### config.mk
export PLATFORM = sky130hd
export DESIGN_NAME = uart_tx_frac
export DESIGN_NICKNAME = d
export VERILOG_FILES = /design/src/rtl/utx_pkg.sv /design/src/rtl/utx_fifo.sv /design/src/rtl/utx_frame_calc.sv /design/src/rtl/utx_engine.sv /design/src/rtl/uart_tx_frac.sv
export SDC_FILE = /design/constraint.sdc
export NUM_CORES = 1
export LEC_CHECK = 0
export BUFFER_PORTS_ARGS = -buffer_cell sky130_fd_sc_hd__buf_2
export CAP_MARGIN = 20
export CORE_MARGIN = 2
export CORE_UTILIZATION = 40
export DETAILED_ROUTE_END_ITERATION = 12
export GPL_TIMING_DRIVEN = 1
export PLACE_DENSITY_LB_ADDON = 0.25
export RECOVER_POWER = 25
export SLEW_MARGIN = 30
export SYNTH_ARGS = -nofsm -noshare
export SYNTH_HDL_FRONTEND = slang
export SYNTH_SLANG_ARGS = --single-unit
### constraint.sdc
create_clock -name clk -period 3 [get_ports clk]
set_input_delay 0 -clock clk [delete_from_list [all_inputs] [get_ports clk]]
set_output_delay 0 -clock clk [all_outputs]
set_load 0.03 [all_outputs]
### src/rtl/utx_pkg.sv
package utx_pkg;

    typedef enum logic [2:0] {
        ST_IDLE  = 3'd0,
        ST_START = 3'd1,
        ST_DATA  = 3'd2,
        ST_PAR   = 3'd3,
        ST_STOP  = 3'd4,
        ST_BRK   = 3'd5
    } utx_state_e;

    typedef enum logic [1:0] {
        PAR_NONE  = 2'b00,
        PAR_EVEN  = 2'b01,
        PAR_ODD   = 2'b10,
        PAR_FORCE = 2'b11
    } utx_par_e;

endpackage

### src/rtl/utx_fifo.sv
module utx_fifo #(
    parameter int DEPTH = 4,
    parameter int DW    = 8
) (
    input  logic          clk,
    input  logic          rst_n,
    input  logic          wr_en,
    input  logic [DW-1:0] wr_data,
    input  logic          pop,
    output logic [DW-1:0] rd_data,
    output logic          empty,
    output logic          full,
    output logic          wr_accept
);
    localparam int AW = (DEPTH > 1) ? $clog2(DEPTH) : 1;
    localparam int CW = $clog2(DEPTH + 1);
    localparam logic [CW-1:0] FULL_CNT = CW'(DEPTH);
    localparam logic [AW-1:0] LAST_PTR = AW'(DEPTH - 1);

    typedef struct packed {
        logic [DEPTH-1:0][DW-1:0] mem;
        logic [AW-1:0]            wp;
        logic [AW-1:0]            rp;
        logic [CW-1:0]            cnt;
    } fifo_s;

    fifo_s q, d;
    logic  do_pop;

    always_comb begin
        d         = q;
        wr_accept = wr_en && (q.cnt != FULL_CNT);
        do_pop    = pop && (q.cnt != '0);
        if (wr_accept) begin
            d.mem[q.wp] = wr_data;
            d.wp        = (q.wp == LAST_PTR) ? '0 : q.wp + AW'(1);
        end
        if (do_pop) begin
            d.rp = (q.rp == LAST_PTR) ? '0 : q.rp + AW'(1);
        end
        d.cnt = q.cnt + CW'(wr_accept) - CW'(do_pop);
    end

    always_ff @(posedge clk or negedge rst_n) begin
        if (!rst_n) q <= '0;
        else        q <= d;
    end

    assign rd_data = q.mem[q.rp];
    assign empty   = (q.cnt == '0);
    assign full    = (q.cnt == FULL_CNT);

    // a write into a full buffer leaves the stored count unchanged
    a_r6_full_write_dropped: assert property (@(posedge clk) disable iff (!rst_n)
        (wr_en && full && !pop) |=> $stable(q.cnt));

    // the engine only takes a character when one is stored
    a_r7_pop_has_data: assert property (@(posedge clk) disable iff (!rst_n)
        pop |-> !empty);

endmodule

### src/rtl/utx_frame_calc.sv
module utx_frame_calc
    import utx_pkg::*;
#(
    parameter int OVS    = 16,
    parameter int DW     = 8,
    parameter int STOP_W = 5,
    parameter int TW     = 8,
    parameter int NB_W   = 4
) (
    input  logic [1:0]        cfg_len,
    input  logic [1:0]        cfg_par,
    input  logic              cfg_par_val,
    input  logic              cfg_x16,
    input  logic [STOP_W-1:0] cfg_stop,
    input  logic [DW-1:0]     data,
    output logic [DW-1:0]     data_m,
    output logic [NB_W-1:0]   nbits,
    output logic              par_en,
    output logic              par_bit,
    output logic [TW-1:0]     bit_ticks,
    output logic [TW-1:0]     stop_ticks,
    output logic [TW-1:0]     char_ticks
);
    localparam int MIN_BITS = DW - 3;
    localparam logic [STOP_W-1:0] OVS_S = STOP_W'(OVS);

    logic [STOP_W-1:0] stop_ext;
    logic [TW-1:0]     slots;

    always_comb begin
        nbits = NB_W'(MIN_BITS) + NB_W'(cfg_len);
        for (int i = 0; i < DW; i++) begin
            data_m[i] = data[i] & (i < int'(nbits));
        end

        par_en  = 1'b1;
        par_bit = 1'b0;
        case (utx_par_e'(cfg_par))
            PAR_NONE:  par_en  = 1'b0;
            PAR_EVEN:  par_bit = ^data_m;
            PAR_ODD:   par_bit = ~(^data_m);
            default:   par_bit = cfg_par_val;
        endcase

        stop_ext  = (cfg_stop > OVS_S) ? OVS_S : cfg_stop;
        bit_ticks = cfg_x16 ? TW'(OVS) : TW'(1);
        if (cfg_x16) stop_ticks = TW'(OVS) + TW'(stop_ext);
        else         stop_ticks = (cfg_stop >= OVS_S) ? TW'(2) : TW'(1);

        slots      = TW'(nbits) + TW'(par_en) + TW'(1);
        char_ticks = slots * bit_ticks + stop_ticks;
    end

    // in the fast mode the stop span stays between one and two bits
    always_comb begin
        a_r4_stop_span: assert (!cfg_x16 ||
            ((stop_ticks >= TW'(OVS)) && (stop_ticks <= TW'(2 * OVS))));
    end

endmodule

### src/rtl/utx_engine.sv
module utx_engine
    import utx_pkg::*;
#(
    parameter int DW   = 8,
    parameter int TW   = 8,
    parameter int NB_W = 4
) (
    input  logic            clk,
    input  logic            rst_n,
    input  logic            tick,
    input  logic            brk_req,
    input  logic            fifo_empty,
    input  logic            wr_accept,
    input  logic [DW-1:0]   data_m,
    input  logic [NB_W-1:0] nbits,
    input  logic            par_en,
    input  logic            par_bit,
    input  logic [TW-1:0]   bit_ticks,
    input  logic [TW-1:0]   stop_ticks,
    input  logic [TW-1:0]   char_ticks,
    output logic            pop,
    output logic            txd,
    output logic            underrun,
    output logic            brk_tick
);
    typedef struct packed {
        utx_state_e      st;
        logic [TW-1:0]   cnt;
        logic [NB_W-1:0] bidx;
        logic [DW-1:0]   sh;
        logic [NB_W-1:0] nbits;
        logic            par_en;
        logic            par_bit;
        logic [TW-1:0]   bit_ticks;
        logic [TW-1:0]   stop_ticks;
        logic [TW-1:0]   char_ticks;
        logic            underrun;
        logic            brk_pulse;
    } eng_s;

    eng_s q, d;
    logic boundary;
    logic bit_end;
    logic stop_end;
    logic brk_end;

    always_comb begin
        d          = q;
        d.brk_pulse = 1'b0;
        pop        = 1'b0;
        boundary   = 1'b0;
        bit_end    = (q.cnt == q.bit_ticks - TW'(1));
        stop_end   = (q.cnt == q.stop_ticks - TW'(1));
        brk_end    = (q.cnt == q.char_ticks - TW'(1));

        if (wr_accept) d.underrun = 1'b0;

        if (tick) begin
            case (q.st)
                ST_IDLE: boundary = 1'b1;
                ST_START: begin
                    if (bit_end) begin
                        d.st   = ST_DATA;
                        d.cnt  = '0;
                        d.bidx = '0;
                    end else begin
                        d.cnt = q.cnt + TW'(1);
                    end
                end
                ST_DATA: begin
                    if (bit_end) begin
                        d.cnt = '0;
                        d.sh  = q.sh >> 1;
                        if (q.bidx == q.nbits - NB_W'(1)) begin
                            d.st = q.par_en ? ST_PAR : ST_STOP;
                        end else begin
                            d.bidx = q.bidx + NB_W'(1);
                        end
                    end else begin
                        d.cnt = q.cnt + TW'(1);
                    end
                end
                ST_PAR: begin
                    if (bit_end) begin
                        d.st  = ST_STOP;
                        d.cnt = '0;
                    end else begin
                        d.cnt = q.cnt + TW'(1);
                    end
                end
                ST_STOP: begin
                    if (stop_end) boundary = 1'b1;
                    else          d.cnt = q.cnt + TW'(1);
                end
                ST_BRK: begin
                    if (brk_end) begin
                        d.brk_pulse = 1'b1;
                        d.cnt       = '0;
                        if (!brk_req) d.st = ST_IDLE;
                    end else begin
                        d.cnt = q.cnt + TW'(1);
                    end
                end
                default: d.st = ST_IDLE;
            endcase

            if (boundary) begin
                d.cnt = '0;
                if (brk_req) begin
                    d.st         = ST_BRK;
                    d.char_ticks = char_ticks;
                end else if (!fifo_empty) begin
                    pop          = 1'b1;
                    d.st         = ST_START;
                    d.sh         = data_m;
                    d.nbits      = nbits;
                    d.par_en     = par_en;
                    d.par_bit    = par_bit;
                    d.bit_ticks  = bit_ticks;
                    d.stop_ticks = stop_ticks;
                end else begin
                    d.st = ST_IDLE;
                    if ((q.st == ST_STOP) && !wr_accept) d.underrun = 1'b1;
                end
            end
        end
    end

    always_ff @(posedge clk or negedge rst_n) begin
        if (!rst_n) q <= '0;
        else        q <= d;
    end

    always_comb begin
        case (q.st)
            ST_START, ST_BRK: txd = 1'b0;
            ST_DATA:          txd = q.sh[0];
            ST_PAR:           txd = q.par_bit;
            default:          txd = 1'b1;
        endcase
    end

    assign underrun = q.underrun;
    assign brk_tick = q.brk_pulse;

    // the line only moves on the cycle after an enable pulse
    a_r2_line_moves_on_tick: assert property (@(posedge clk) disable iff (!rst_n)
        !tick |=> $stable(txd));

    // characters are taken only at a character boundary on a tick
    a_r7_pop_at_boundary: assert property (@(posedge clk) disable iff (!rst_n)
        pop |-> (tick && ((q.st == ST_IDLE) || (q.st == ST_STOP))));

    // with the flag up and no break, the line rests at mark
    a_r8_underrun_mark: assert property (@(posedge clk) disable iff (!rst_n)
        (underrun && (q.st != ST_BRK)) |-> txd);

    // a break-character pulse only follows a cycle spent in break
    a_r9_pulse_from_break: assert property (@(posedge clk) disable iff (!rst_n)
        brk_tick |-> ($past(q.st) == ST_BRK));

endmodule

### src/rtl/uart_tx_frac.sv
module uart_tx_frac #(
    parameter  int DW     = 8,
    parameter  int DEPTH  = 4,
    parameter  int OVS    = 16,
    localparam int STOP_W = $clog2(OVS) + 1,
    localparam int TW     = $clog2(12 * OVS + 1),
    localparam int NB_W   = $clog2(DW + 1)
) (
    input  logic              clk,
    input  logic              rst_n,
    input  logic              tick,
    input  logic              cfg_x16,
    input  logic [1:0]        cfg_len,
    input  logic [1:0]        cfg_par,
    input  logic              cfg_par_val,
    input  logic [STOP_W-1:0] cfg_stop,
    input  logic              wr_en,
    input  logic [DW-1:0]     wr_data,
    input  logic              brk_req,
    output logic              txd,
    output logic              tx_ready,
    output logic              underrun,
    output logic              brk_tick
);
    logic [DW-1:0]   head;
    logic            fifo_empty;
    logic            fifo_full;
    logic            wr_accept;
    logic            pop;
    logic [DW-1:0]   data_m;
    logic [NB_W-1:0] nbits;
    logic            par_en;
    logic            par_bit;
    logic [TW-1:0]   bit_ticks;
    logic [TW-1:0]   stop_ticks;
    logic [TW-1:0]   char_ticks;

    utx_fifo #(.DEPTH(DEPTH), .DW(DW)) u_fifo (
        .clk       (clk),
        .rst_n     (rst_n),
        .wr_en     (wr_en),
        .wr_data   (wr_data),
        .pop       (pop),
        .rd_data   (head),
        .empty     (fifo_empty),
        .full      (fifo_full),
        .wr_accept (wr_accept)
    );

    utx_frame_calc #(.OVS(OVS), .DW(DW), .STOP_W(STOP_W), .TW(TW), .NB_W(NB_W)) u_calc (
        .cfg_len     (cfg_len),
        .cfg_par     (cfg_par),
        .cfg_par_val (cfg_par_val),
        .cfg_x16     (cfg_x16),
        .cfg_stop    (cfg_stop),
        .data        (head),
        .data_m      (data_m),
        .nbits       (nbits),
        .par_en      (par_en),
        .par_bit     (par_bit),
        .bit_ticks   (bit_ticks),
        .stop_ticks  (stop_ticks),
        .char_ticks  (char_ticks)
    );

    utx_engine #(.DW(DW), .TW(TW), .NB_W(NB_W)) u_eng (
        .clk        (clk),
        .rst_n      (rst_n),
        .tick       (tick),
        .brk_req    (brk_req),
        .fifo_empty (fifo_empty),
        .wr_accept  (wr_accept),
        .data_m     (data_m),
        .nbits      (nbits),
        .par_en     (par_en),
        .par_bit    (par_bit),
        .bit_ticks  (bit_ticks),
        .stop_ticks (stop_ticks),
        .char_ticks (char_ticks),
        .pop        (pop),
        .txd        (txd),
        .underrun   (underrun),
        .brk_tick   (brk_tick)
    );

    assign tx_ready = !fifo_full;

endmodule

==> metrics.txt, run 1 <==
CTS tree done; Clock Skews 0.00744 ns; wire length per cell 16.0 microns; Tightest Hold Check Type in -> reg; violated checks setup timing; internal power 3.85 mW; Min-Delay Startpoint cfg_par[0]; area of the multi-input gates 0.00304 sq mm; clock root cell clkbuf_16; Fin. Hold Viols 0; Antenna Violating Nets Remaining 0; switching part of the total 38.3%; cell accounting for the most synthesized area dfrtp_1; Startpoint Class register; die area 0.0142 sq mm; Die W 119 microns; Cell Area, Synth 0.00530 sq mm; mux cell area share after synthesis 15.4%; antenna violations before repair 1; number of CTS-inserted buffers 9; fin crit share 102%; Via density 5.29; compound-gate portion of the synthesized area 12.3%; Synth Instances 490; Worst-Margin Slew 1.25 ns; H-tree Lvls 3; top cells by area, synth dfrtp_1 (41%), mux2_2 (8.9%), ha_1 (8.0%), xnor2_1 (4.1%), mux4_2 (3.8%); GR Util All Layers 17.8%; asr flop ratio synth 100%; combinational share of power 47.6%; Final min period 3.07 ns; Pre-Repair DR Iteration Count 4; Crit Path Max Fanout 5; YS warnings 0; ys flop type dfrtp_1; GRT overflow 0; Bufs on Longest Clock Path 2; fillers 1199; Final WS setup -0.0668 ns; part of the power in registers 34.7%; NetSw 2.39 mW; largest family of logic cells by synthesized area multiplexers; Clock Sinks 86; Setup Viol. Count Final 1; sequential area share after synthesis 40.6%; Reg area 0.00215 sq mm; syn_area_per_cell 10.8 sq um; vias 3890; Iter 0 DRT Violations 177; share of total power in the clock network 17.7%; Worst VDD drop 0.487 mV; Clock Pin Slew Worst Setup and Hold Paths 0.07 ns; Die H 119 microns; core area 0.0131 sq mm; vias in the first global route 4071; starting density of the core 40.5%; Yosys cell types 61; Leak Pwr 2.86 nW; most instantiated cells after synthesis dfrtp_1 (86), mux2_2 (42), inv_1 (39); Power Dens Cells 986 mW/mm^2; Nets 617; Place WS -0.422 ns; Max Cap Viol 0; Relative slew margins 16.8%; HPWL Detailed 8710 microns; max frequency 326 MHz; final WL 11800 microns; crit path from u_eng.q[11]; IO Pins 28; Synth top area share 40.6%; Post-Synth Adder-Cell Area 9.55%; largest net degree at the start of global routing 51; final core utilization 48.4%; max-slew violation count 0; routability cong. 0.840; Setup TNS Final -0.0668 ns; CP Capture Type register; Setup CP Type reg -> reg; Synth-to-Final Area Change 19.6%; Post-Synth Simple-Gate Area 11.1%; worst skew pair latency 0.35 ns; RSZ-0062 raised after global routing yes; EDFF count, synth 0; antenna cells 0; drt drc 0; IO Port Bufs 27; row count 42; Synth Area in XOR/XNOR 6.78%; status finished with violations; layout cell share with drive strength beyond 1 28.2%; worst endpoint data arrival time 3.31 ns; Critical Path RT 3.24 ns; first-pass GRT wire length 19900 microns; most numerous cell in the Yosys netlist dfrtp_1; worst r2r src u_eng.q[11]; Synth Register Bits 86
==> cells by family (layout without fill, tap and decap cells) <==
kind of cell / Yosys count / in the layout
buffers and inverters: 55 / 124
and+or+nand+nor: 116 / 116
adders and majority gates: 38 / 38
other: 1 / 2
muxes: 62 / 62
DFF: 86 / 86
AOI/OAI and AO/OA: 91 / 91
xor gates and xnor gates: 41 / 41
==> state kept, by name, summed over array words and instances (netlist names) <==
name	cells
u_eng.underrun	1
u_fifo.q	39
u_eng.brk_tick	1
u_eng.q	45
==> per-layer routing <==
layer	track usage (%)	vias up	share of wire [%]
met2	29.2	58	49
met5	0	-	0.11
met1	22.3	1911	45
met3	3.78	25	3.1
met4	9.00	2	2.9
li1	-	1894	-
==> worst paths after layout <==
| path | endpoint | slack, ns | depth (start not counted) |
|---|---|---|---|
| max | u_fifo.q[2] | -0.07 | 12 |
| min | u_eng.q[26] | 0.02 | 3 |
| max reg2reg | u_fifo.q[2] | -0.07 | 12 |
| min reg2reg | u_eng.q[18] | 0.49 | 2 |
| max in group asynchronous | u_eng.q[6] | 1.60 | 3 |
| min in group asynchronous | u_eng.q[43] | 0.46 | 2 |
==> worst max-delay path, stage by stage, from the launching register on <==
cell	delay (ns)
dfrtp_1	0.38
or4_4	0.57
or4_4	0.42
nand4_1	0.14
a211oi_4	0.07
o2111ai_2	0.23
inv_2	0.09
ha_4	0.27
inv_2	0.04
ha_4	0.15
fa_2	0.35
xnor2_2	0.14
xnor2_1	0.12
==> power groups by stage <==
| stage | Combinational (mW) | Sequential, mW | Clock, mW |
|---|---|---|---|
| CTS | 2.95 | 2.16 | 1.14 |
| floorplan | 2.37 | 1.96 | 0 |
| global route | 3.27 | 2.25 | 1.19 |
| finish | 2.97 | 2.16 | 1.10 |
| detailed placement | 2.89 | 2.18 | 0 |
| global placement | 2.81 | 2.15 | 0 |
==> through the flow <==
stage,power [mW],hold WS [ns],area [sq um],instances
after global routing,6.71,0.0147,6330,736
after floorplan,4.33,-0.296,5340,491
final,6.24,0.0161,6330,736
after CTS,6.25,0.00226,6280,734
after global placement,4.96,0.0727,5800,702
after detailed placement,5.07,0.0785,5800,702
==> cell usage in the layout, fill, tap and decap left out, types with 4 or more instances in the layout <==
| cell type | synthesis | layout |
|---|---|---|
| inv_6 | 0 | 4 |
| xor2_1 | 16 | 15 |
| clkbuf_16 | 0 | 9 |
| dfrtp_1 | 86 | 86 |
| ha_4 | 0 | 4 |
| and2_1 | 4 | 4 |
| mux4_2 | 9 | 9 |
| buf_2 | 3 | 26 |
| o32ai_1 | 6 | 6 |
| buf_4 | 0 | 27 |
| o21ai_0 | 22 | 22 |
| nand3_1 | 11 | 11 |
| dlygate4sd3_1 | 0 | 15 |
| o22ai_1 | 4 | 4 |
| ha_1 | 34 | 29 |
| nand2_1 | 30 | 30 |
| mux2i_1 | 4 | 4 |
| mux2_4 | 6 | 7 |
| o31ai_1 | 6 | 6 |
| nor3_1 | 5 | 5 |
| or3_1 | 4 | 4 |
| nor2_1 | 26 | 26 |
| inv_1 | 39 | 37 |
| a31oi_1 | 5 | 5 |
| nand4_1 | 5 | 5 |
| or2_2 | 5 | 4 |
| nor2b_1 | 7 | 7 |
| mux2_2 | 42 | 41 |
| a22oi_1 | 8 | 8 |
| xnor2_1 | 25 | 24 |
| a21oi_1 | 10 | 8 |
==> what timing repair did <==
action / CTS / global route
hold buffers: 15 / 0
endpoints found under the hold margin: 84 / 0
pin swaps: 3 / 1
resized for setup: 5 / 7
setup endpoints to repair: 3 / 6
buffers inserted: 1 / 2
==> area by class of cell <==
class                      instances  area share, %
clock inverter                     6          0.810
clock buffer                      10           3.77
multi-input combinational        350           47.9
sequential                        86           34.0
inverter                          39           2.31
tap                              176           3.48
timing repair buffer              69           7.71
(Power assumes the default switching activity.)
==> inputs of run 2 (changes only) <==
Settings changed: GPL_TIMING_DRIVEN 1 to 0, RECOVER_POWER 25 to 50.
==> metrics.txt, run 2 (synthesis results as in run 1) <==
status finished with violations; violated checks setup timing; Startpoint Class register; Worst-Margin Slew 0.964 ns; CP Capture Type register; wire length per cell 15.8 microns; HPWL Detailed 8430 microns; largest reg by FF count u_eng.q; Bufs on Longest Clock Path 2; routability cong. 0.823; Crit-path slowest cell or4_4; Largest regs u_eng.q (45), u_fifo.q (39); Clock Skews 0.00813 ns; Bufs and invs on worst path 2; Final WS setup -0.0833 ns; fillers 1175; layout cell share with drive strength beyond 1 27.0%; max-slew violation count 0; starting density of the core 40.5%; worst endpoint data arrival time 3.32 ns; Die H 119 microns; Nets 616; Tightest Hold Check Type in -> reg; Post-DP Area 0.00573 sq mm; Fin. Hold Viols 0; Tot Pwr 6.24 mW; GR Util All Layers 17.4%; Clock Sinks 86; max frequency 324 MHz; clock root cell clkbuf_16; max incr delay on CP 0.55 ns; RSZ-0062 raised after global routing yes; Iter 0 DRT Violations 283; commonest cells after routing, fill and taps aside dfrtp_1 (84), mux2_2 (41), inv_1 (37); number of CTS-inserted buffers 9; Setup Viol. Count Final 1; Power Dens Cells 979 mW/mm^2; Relative slew margins 35.8%; core area 0.0131 sq mm; H-tree Lvls 3; Leak Pwr 2.80 nW; die area 0.0142 sq mm; largest net degree at the start of global routing 73; final WL 11600 microns; Via density 5.38; CTS tree done; Synth-to-Final Area Change 20.2%; cell area after layout 0.00637 sq mm; max reg flops 45; first-pass GRT wire length 19500 microns; Max Cap Viol 0; Crit Path Max Fanout 3; Final min period 3.08 ns; WHS 0.0212 ns; GRT overflow 0; Top delay family on crit path simple AND/OR/NAND/NOR gates; Die W 119 microns; Antenna Violating Nets Remaining 0; drt drc 0; crit path cell chain or4_4 -> or4_4 -> nand4_1 -> a211oi_4 -> o2111ai_4 -> inv_2 -> ha_4 -> inv_2 -> ha_4 -> fa_2 -> xnor2_2 -> xnor2_1; vias 3951; antenna violations before repair 0; Critical Path RT 3.23 ns; vias in the first global route 3889; IO Pins 28; row count 42; Pre-Repair DR Iteration Count 5; antenna cells 0; worst skew pair latency 0.35 ns; IO Port Bufs 27; fin crit share 103%; Worst VDD drop 0.560 mV; Setup CP Type reg -> reg; Clock Pin Slew Worst Setup and Hold Paths 0.07 ns; commonest non-fill, non-tap cell in the layout dfrtp_1
-- run 2: per-stage QoR --
step	setup WS (ns)	TNS [ns]	utilization, %	std cells
3_3_place_gp	-0.479	-2.05	43.5	694
6_report	-0.0833	-0.0833	48.7	735
4_1_cts	-0.117	-0.124	48.0	733
5_1_grt	-0.173	-0.260	48.7	735
3_5_place_dp	-0.501	-2.35	43.8	695
2_1_floorplan	-0.118	-0.198	-	491
-- run 2: repair_timing --
action                     in CTS  in global routing
cloned                          0                  0
pin swaps                      12                  7
setup buffers                   8                  2
setup endpoints to repair       4                  4
hold endpoints to repair      122                  0
resized for setup              13                 11
hold buffers                   14                  0
-- run 2: cell type report --
cell class | instances | area, sq um | share of cell area [%]
multi-input combinational | 350 | 3100 | 48.7
sequential | 86 | 2150 | 33.8
clock buffer | 10 | 239 | 3.75
inverter | 39 | 146 | 2.30
tap | 176 | 220 | 3.46
clock inverter | 6 | 45.0 | 0.708
timing repair buffer | 52 | 389 | 6.11
buffer | 16 | 71.3 | 1.12
-- run 2: tightest hold or removal path: stages --
cell and delay (ns):
buf_6 0.07, or2_4 0.13, mux2_4 0.14
-- run 2: layer usage --
layer | up-vias | GRT usage, % | routed length, microns
met4 | 0 | 5.95 | 211
met1 | 1966 | 22.3 | 5260
met5 | - | 0 | 0
li1 | 1893 | - | -
met2 | 73 | 29.1 | 5720
met3 | 19 | 3.98 | 438
-- run 2: worst paths after layout --
check                                      end  slack [ns]      startpoint  cells past startpoint
worst max-delay path               u_fifo.q[2]       -0.08     u_eng.q[10]                     12
worst min-delay path               u_eng.q[27]        0.02      cfg_par[1]                      3
worst max register to register     u_fifo.q[2]       -0.08     u_eng.q[10]                     12
worst min register to register  u_eng.underrun        0.49  u_eng.underrun                      1
max in group asynchronous          u_eng.q[12]        1.81           rst_n                      3
min in group asynchronous          u_eng.q[43]        0.32           rst_n                      2
-- run 2: where the power goes --
| part | switching [mW] | internal, mW |
|---|---|---|
| combinational | 1.50 | 1.58 |
| sequential | 0.402 | 1.66 |
| clock | 0.497 | 0.587 |
